## config.mk

```make
export PLATFORM = sky130hd
export DESIGN_NAME = tbk_traceback
export DESIGN_NICKNAME = d
export VERILOG_FILES = /design/src/rtl/tbk_pkg.sv /design/src/rtl/tbk_decision_mem.sv /design/src/rtl/tbk_lifo.sv /design/src/rtl/tbk_trace_engine.sv /design/src/rtl/tbk_traceback.sv
export SDC_FILE = /design/constraint.sdc
export NUM_CORES = 2
export LEC_CHECK = 0
export ABC_AREA = 0
export BUFFER_PORTS_ARGS = -buffer_cell sky130_fd_sc_hd__clkbuf_2
export CAP_MARGIN = 20
export CORE_AREA = 2 2 567 569
export CTS_CLUSTER_SIZE = 25
export DETAILED_ROUTE_END_ITERATION = 10
export DIE_AREA = 0 0 569 571
export SETUP_SLACK_MARGIN = 0.3
export SLEW_MARGIN = 10
export SYNTH_ARGS = -nofsm -noshare
export SYNTH_HDL_FRONTEND = slang
export SYNTH_SLANG_ARGS = --single-unit
```

## constraint.sdc

```tcl
create_clock -name clk -period 4.3 [get_ports clk]
set_input_delay 0.215 -clock clk [delete_from_list [all_inputs] [get_ports clk]]
set_output_delay 0.215 -clock clk [all_outputs]
set_load 0.005 [all_outputs]
```

## src/rtl/tbk_pkg.sv

```systemverilog
package tbk_pkg;

  // Phase of the trace-back walk.
  typedef enum logic [1:0] {
    PH_IDLE,
    PH_MERGE,
    PH_DECODE,
    PH_DRAIN
  } tbk_phase_e;

endpackage

```

## src/rtl/tbk_decision_mem.sv

```systemverilog
module tbk_decision_mem #(
  parameter int SB = 5,
  parameter int L  = 30,
  parameter int D  = 10
) (
  input  logic                       clk,
  input  logic                       rst_n,
  input  logic                       wr_en,
  input  logic [2*(1<<SB)-1:0]       wr_data,
  input  logic [$clog2(L+2*D)-1:0]   rd_addr,
  output logic [2*(1<<SB)-1:0]       rd_data,
  output logic                       trig,
  output logic [$clog2(L+2*D)-1:0]   trig_addr
);
  localparam int W  = 2 * (1 << SB);
  localparam int N  = L + 2 * D;
  localparam int AW = $clog2(N);
  localparam int CW = $clog2(L + D + 1);

  function automatic logic [AW-1:0] addr_after(input logic [AW-1:0] a);
    return (a == AW'(N - 1)) ? '0 : a + 1'b1;
  endfunction

  logic [W-1:0]  mem [N];
  logic [AW-1:0] wp;
  logic [CW-1:0] till;

  always_ff @(posedge clk) begin
    if (wr_en) mem[wp] <= wr_data;
  end

  always_ff @(posedge clk) begin
    if (!rst_n) begin
      wp   <= '0;
      till <= CW'(L + D - 1);
    end else if (wr_en) begin
      wp   <= addr_after(wp);
      till <= (till == '0) ? CW'(D - 1) : till - 1'b1;
    end
  end

  assign trig      = wr_en && (till == '0);
  assign trig_addr = wp;
  assign rd_data   = mem[rd_addr];

  // the write pointer never leaves the memory.
  a_r6_wp_in_range: assert property (@(posedge clk) disable iff (!rst_n)
    wr_en |=> (wp < AW'(N)));

endmodule

```

## src/rtl/tbk_lifo.sv

```systemverilog
module tbk_lifo #(
  parameter int DEPTH = 10,
  parameter int WIDTH = 2
) (
  input  logic             clk,
  input  logic             rst_n,
  input  logic             push,
  input  logic [WIDTH-1:0] push_data,
  input  logic             pop,
  output logic             out_valid,
  output logic [WIDTH-1:0] out_data,
  output logic             empty
);
  localparam int PW = $clog2(DEPTH + 1);

  logic [WIDTH-1:0] stack [DEPTH];
  logic [PW-1:0]    sp;
  logic [PW-1:0]    top_idx;

  assign top_idx = sp - 1'b1;
  assign empty   = (sp == '0);

  always_ff @(posedge clk) begin
    if (push) stack[sp] <= push_data;
  end

  always_ff @(posedge clk) begin
    if (!rst_n) begin
      sp        <= '0;
      out_valid <= 1'b0;
      out_data  <= '0;
    end else begin
      out_valid <= pop;
      if (push) begin
        sp <= sp + 1'b1;
      end else if (pop) begin
        sp       <= top_idx;
        out_data <= stack[top_idx];
      end
    end
  end

  // the stack neither overflows nor underflows.
  a_r5_no_push_full: assert property (@(posedge clk) disable iff (!rst_n)
    push |-> (sp < PW'(DEPTH)));
  a_r5_no_pop_empty: assert property (@(posedge clk) disable iff (!rst_n)
    pop |-> !empty);
  a_r5_no_push_and_pop: assert property (@(posedge clk) disable iff (!rst_n)
    !(push && pop));

endmodule

```

## src/rtl/tbk_trace_engine.sv

```systemverilog
module tbk_trace_engine
  import tbk_pkg::*;
#(
  parameter int SB = 5,
  parameter int L  = 30,
  parameter int D  = 10
) (
  input  logic                       clk,
  input  logic                       rst_n,
  input  logic                       trig,
  input  logic [$clog2(L+2*D)-1:0]   trig_addr,
  output logic [$clog2(L+2*D)-1:0]   rd_addr,
  input  logic [2*(1<<SB)-1:0]       rd_data,
  input  logic                       lifo_empty,
  output logic                       push,
  output logic [1:0]                 push_bits,
  output logic                       pop
);
  localparam int N  = L + 2 * D;
  localparam int AW = $clog2(N);
  localparam int KW = $clog2(((L > D) ? L : D) + 1);

  function automatic logic [AW-1:0] addr_before(input logic [AW-1:0] a);
    return (a == '0) ? AW'(N - 1) : a - 1'b1;
  endfunction

  function automatic logic [1:0] choice_of(input logic [2*(1<<SB)-1:0] vec,
                                           input logic [SB-1:0] s);
    return vec[{s, 1'b0} +: 2];
  endfunction

  function automatic logic [SB-1:0] earlier_state(input logic [SB-1:0] cur,
                                                  input logic [1:0] c);
    return {cur[SB-3:0], c};
  endfunction

  tbk_phase_e    ph;
  logic [AW-1:0] rp;
  logic [SB-1:0] st;
  logic [KW-1:0] cnt;

  // Named internal events.
  logic [1:0] cur_choice;
  logic       walking;
  logic       phase_end;

  assign cur_choice = choice_of(rd_data, st);
  assign walking    = (ph == PH_MERGE) || (ph == PH_DECODE);
  assign phase_end  = (ph == PH_MERGE) ? (cnt == KW'(L - 1)) : (cnt == KW'(D - 1));

  always_ff @(posedge clk) begin
    if (!rst_n) begin
      ph  <= PH_IDLE;
      rp  <= '0;
      st  <= '0;
      cnt <= '0;
    end else begin
      if (walking) begin
        st <= earlier_state(st, cur_choice);
        rp <= addr_before(rp);
      end
      case (ph)
        PH_IDLE: begin
          if (trig) begin
            rp  <= trig_addr;
            st  <= '0;
            cnt <= '0;
            ph  <= PH_MERGE;
          end
        end
        PH_MERGE, PH_DECODE, PH_DRAIN: begin
          if (phase_end) begin
            cnt <= '0;
            ph  <= (ph == PH_MERGE)  ? PH_DECODE :
                   (ph == PH_DECODE) ? PH_DRAIN  : PH_IDLE;
          end else begin
            cnt <= cnt + 1'b1;
          end
        end
        default: ph <= PH_IDLE;
      endcase
    end
  end

  assign rd_addr   = rp;
  assign push      = (ph == PH_DECODE);
  assign push_bits = st[SB-1:SB-2];
  assign pop       = (ph == PH_DRAIN);

  // a launch only arrives while the walk is idle (source spacing contract).
  a_r4_launch_when_idle: assert property (@(posedge clk) disable iff (!rst_n)
    trig |-> (ph == PH_IDLE));

  // the drain leaves the stack empty.
  a_r7_drain_empties: assert property (@(posedge clk) disable iff (!rst_n)
    (ph == PH_DRAIN && phase_end) |=> lifo_empty);

  // the walk starts from state 0 at the launch address.
  a_r3_start_state_zero: assert property (@(posedge clk) disable iff (!rst_n)
    (ph == PH_IDLE && trig) |=> (push_bits == 2'b00 && rd_addr == $past(trig_addr)));

endmodule

```

## src/rtl/tbk_traceback.sv

```systemverilog
module tbk_traceback #(
  parameter int STATE_BITS = 5,
  parameter int MERGE_LEN  = 30,
  parameter int DEC_LEN    = 10
) (
  input  logic                           clk,
  input  logic                           rst_n,
  input  logic                           dec_valid,
  input  logic [2*(1<<STATE_BITS)-1:0]   dec_vec,
  output logic                           out_valid,
  output logic [1:0]                     out_bits
);
  localparam int W  = 2 * (1 << STATE_BITS);
  localparam int AW = $clog2(MERGE_LEN + 2 * DEC_LEN);
  localparam int CW = $clog2(MERGE_LEN + DEC_LEN + 1);

  logic          trig;
  logic [AW-1:0] trig_addr;
  logic [AW-1:0] rd_addr;
  logic [W-1:0]  rd_data;
  logic          push;
  logic [1:0]    push_bits;
  logic          pop;
  logic          lifo_empty;

  tbk_decision_mem #(.SB(STATE_BITS), .L(MERGE_LEN), .D(DEC_LEN)) u_mem (
    .clk       (clk),
    .rst_n     (rst_n),
    .wr_en     (dec_valid),
    .wr_data   (dec_vec),
    .rd_addr   (rd_addr),
    .rd_data   (rd_data),
    .trig      (trig),
    .trig_addr (trig_addr)
  );

  tbk_trace_engine #(.SB(STATE_BITS), .L(MERGE_LEN), .D(DEC_LEN)) u_walk (
    .clk        (clk),
    .rst_n      (rst_n),
    .trig       (trig),
    .trig_addr  (trig_addr),
    .rd_addr    (rd_addr),
    .rd_data    (rd_data),
    .lifo_empty (lifo_empty),
    .push       (push),
    .push_bits  (push_bits),
    .pop        (pop)
  );

  tbk_lifo #(.DEPTH(DEC_LEN), .WIDTH(2)) u_lifo (
    .clk       (clk),
    .rst_n     (rst_n),
    .push      (push),
    .push_data (push_bits),
    .pop       (pop),
    .out_valid (out_valid),
    .out_data  (out_bits),
    .empty     (lifo_empty)
  );

  // Saturating count of written vectors, kept for the early-output check.
  logic [CW-1:0] seen;
  always_ff @(posedge clk) begin
    if (!rst_n) seen <= '0;
    else if (dec_valid && seen != CW'(MERGE_LEN + DEC_LEN)) seen <= seen + 1'b1;
  end

  // nothing leaves before MERGE_LEN + DEC_LEN vectors were written.
  a_r1_no_early_output: assert property (@(posedge clk) disable iff (!rst_n)
    out_valid |-> (seen == CW'(MERGE_LEN + DEC_LEN)));

endmodule

```

==> flow_summary.toml <==
[outcome]
outcome = "finished, final reports clean"

[worst_setup_path]
crit_required_ns = 5.10
critical_path_arrival_ns = 4.82
crit_buf_inv = 3
r2r_slack_ns = 0.28
crit_path_max_fanout = 24
worstPathCellList = "buf_4 > nand2b_1 > nor2_1 > a22oi_2 > buf_4 > o2111ai_1 > and3_1 > nor3_2 > nor4_2 > buf_4 > o311ai_1 > a31oi_1"
worstSetupStartpointType = "flip-flop"
end_kind = "flip-flop"
r2r-start = "u_walk.rd_addr[3]"
crit_top_cell = "buf_4"
crit_type = "flip-flop to flip-flop"
path_delay_family = "simple AND/OR/NAND/NOR gates"
cp_slowest_stage_delay_ns = 0.81
reg2regPathDepth = 12
reg2reg_to = "u_walk.st[0]"
cp_slowest_cell = "nor4_2"

[sta]
finalMaxSlewViolations = 0
hold_violations = 0
rsz0062_at_grt = "false"
slew_headroom_pct = 20.04
fin_hold_ws_ns = 0.1238
period_share_pct = 93.50
setup_viol = 0
fmax_mhz = 248.7
layout_min_cycle_time_ns = 4.020
skew_ns = 0.08471
worst_pin_slew_ns = 1.196

[layout]
fin_area_mm2 = 0.1465
fin_nets = 6584
area_growth_pct = 15.34
drive_gt1_share_pct = 24.83
utilization_pct = 45.89

[floorplan]
core_area_mm2 = 0.3193
die_h_um = 571
pin_count = 70
start_util_pct = 39.79
num_rows = 208
dieArea_mm2 = 0.3249
die_width_um = 569

[placement]
io_buffers = 69
postPlaceCellArea_mm2 = 0.1356
place_congestion = 0.8523
hpwl_um = 234400

[yosys]
netlist_top_cells_area = "edfxtp_1 (76%), mux4_2 (8.7%), mux2i_1 (3.3%)"
yosysWarnings = 0
yosys.area.top_type = "edfxtp_1"
ys_seq_area_share_pct = 76.69
async_reset_ff_share_pct = 0
synth.most_common_cell = "edfxtp_1"
synth.top_cells.by_count = "edfxtp_1 (3220), mux4_2 (493), mux2i_1 (418), nand2_1 (182), nor2_1 (149)"
synth.distinct_cells = 93
netlist_instances = 5930
syn_area_mm2 = 0.1270
synth_top_area_share_pct = 76.11
synth-seq-cells = 3257
synth_edf_count = 3220
synthFlopType = "edfxtp_1"
avgSynthCellArea_um2 = 21.42
syn_nets = 6014

[cts]
clk_pin_slew_ns = 0.06
clk_latency_ns = 0.91
clkSinkCount = 3257
clockRootBuffer = "clkbuf_16"
cts_tree = "built"
cts_buffers = 339
cts_max_path_buffers = 4
htree_num_levels = 5

[worst_hold_path]
hold_path_class = "input port to flip-flop"
worstHoldPathCells = 1
hold_end = "u_mem.mem[30][29]"
hp-start = "dec_vec[29]"

[drt]
wl_um = 422800
drt_iter0_markers = 11580
drtPass1Iterations = 5
wire_per_inst_um = 38.52
vias = 69720
via_per_inst = 6.351
drc = 0
detail-route-antenna-nets = 0

[run]
cap_violations = 0

[pwr]
clockPowerShare_pct = 32.1
switchingPower_mw = 27.24
p_leak_nw = 45.14
power_density_mw_per_mm2 = 606.9
p_seq_share_pct = 39.8
p_int_mw = 61.69
netSwitchingFraction_pct = 30.63
ir_drop_mv = 0.4397
power_mw = 88.93
pwr-share-comb_pct = 28.1

[grt]
grt_pass1_vias = 66250
overflow = 0
grt_max_degree = 82
grt_pass1_wl_um = 569200
antenna_found_initial = 47
grt_usage_pct = 25.56
-- worst register-to-register path, delay by kind of cell (launching register included) --
kind                   cells  cell delay (ns)
AND/OR/NAND/NOR            5             1.89
buffers and inverters      3             0.77
flip-flops                 1             0.67
AO/OA/AOI/OAI              4             0.58
-- per-layer routing --
metal | wire (um) | track usage, % | up-vias
li1 | - | - | 26280
met1 | 160200 | 35.32 | 37510
met2 | 192600 | 39.33 | 4959
met3 | 49870 | 5.644 | 932
met4 | 19830 | 10.47 | 32
met5 | 325 | 0.1470 | -
-- power by group through the flow --
stage | Clock, mW | Sequential (mW) | Combinational, mW
after floorplan | 0 | 35.8 | 15.0
after global placement | 0 | 36.1 | 24.3
after detailed placement | 0 | 36.1 | 24.4
after CTS | 28.8 | 35.4 | 24.6
after global routing | 30.1 | 35.4 | 25.7
final | 28.6 | 35.4 | 25.0
-- worst max-delay path by stage --
stage / start / end / depth (start not counted)
2_1_floorplan: u_mem.trig_addr[4] / u_mem.mem[23][0] / 4
6_report: u_walk.rd_addr[3] / u_walk.st[0] / 12
3_3_place_gp: u_walk.rd_addr[0] / u_walk.st[0] / 12
4_1_cts: u_walk.rd_addr[1] / u_walk.st[0] / 12
5_1_grt: u_walk.rd_addr[0] / u_walk.st[0] / 12
3_5_place_dp: u_walk.rd_addr[0] / u_walk.st[0] / 12
-- sequential cells by signal (all words and copies together) (netlist names) --
signal / count
u_mem.mem: 3200
u_lifo.stack: 20
u_mem.till: 6
u_mem.trig_addr: 6
u_walk.rd_addr: 6
u_walk.cnt: 5
u_walk.st: 5
u_lifo.sp: 4
u_lifo.out_data: 2
u_walk.ph: 2
u_lifo.out_valid: 1
-- timing repair --
action / in CTS / in global routing
hold buffers: 2 / 2
endpoints found under the hold margin: 16 / 100
gates resized for setup: 4 / 4
setup endpoints to repair: 2 / 1
buffers inserted: 5 / 1
-- cells by family (layout without fill, tap and decap cells) --
group	after synthesis	after routing	synth area share (%)
compound gates	663	663	3.753
xor+xnor	19	19	0.1310
fa+ha+maj	17	17	0.1674
buf+inv	365	1198	2.200
flops	3257	3257	76.69
mux	1094	1094	15.21
other cells	0	14	0
simple gates	515	515	1.843
-- placed cells by master, fill, tap and decap left out, drive strengths merged, types with 36 or more instances in the layout --
cell / synthesis / routed
mux2: 51 / 51
nand3: 36 / 36
o221ai: 60 / 60
o21ai: 97 / 97
clkbuf: 85 / 489
buf: 256 / 498
mux2i: 418 / 418
a211oi: 39 / 39
nor2: 149 / 149
a21oi: 111 / 111
mux4: 625 / 625
nor3: 38 / 38
dfxtp: 37 / 37
o22ai: 62 / 62
edfxtp: 3220 / 3220
a221oi: 78 / 78
clkinv: 1 / 141
a22oi: 61 / 61
nand2: 184 / 184
-- final cells by class --
| cell class | count | area, um2 |
|---|---|---|
| sequential | 3257 | 97460 |
| fill | 26160 | 172800 |
| antenna | 14 | 35.03 |
| timing repair buffer | 571 | 5764 |
| multi-input combinational | 2308 | 27300 |
| inverter | 23 | 101.3 |
| clock buffer | 420 | 8860 |
| tap | 4200 | 5255 |
| clock inverter | 184 | 1767 |
-- per-stage QoR --
| step | setup slack [ns] | TNS, ns | cells |
|---|---|---|---|
| after global routing | 0.3184 | 0 | 10970 |
| after floorplan | -0.06435 | -31.89 | 5930 |
| after global placement | -0.1202 | -0.1202 | 10340 |
| final | 0.2796 | 0 | 10980 |
| after detailed placement | -0.03812 | -0.03812 | 10350 |
| after CTS | 0.3289 | 0 | 10960 |
Power figures use the tool's default switching activity.
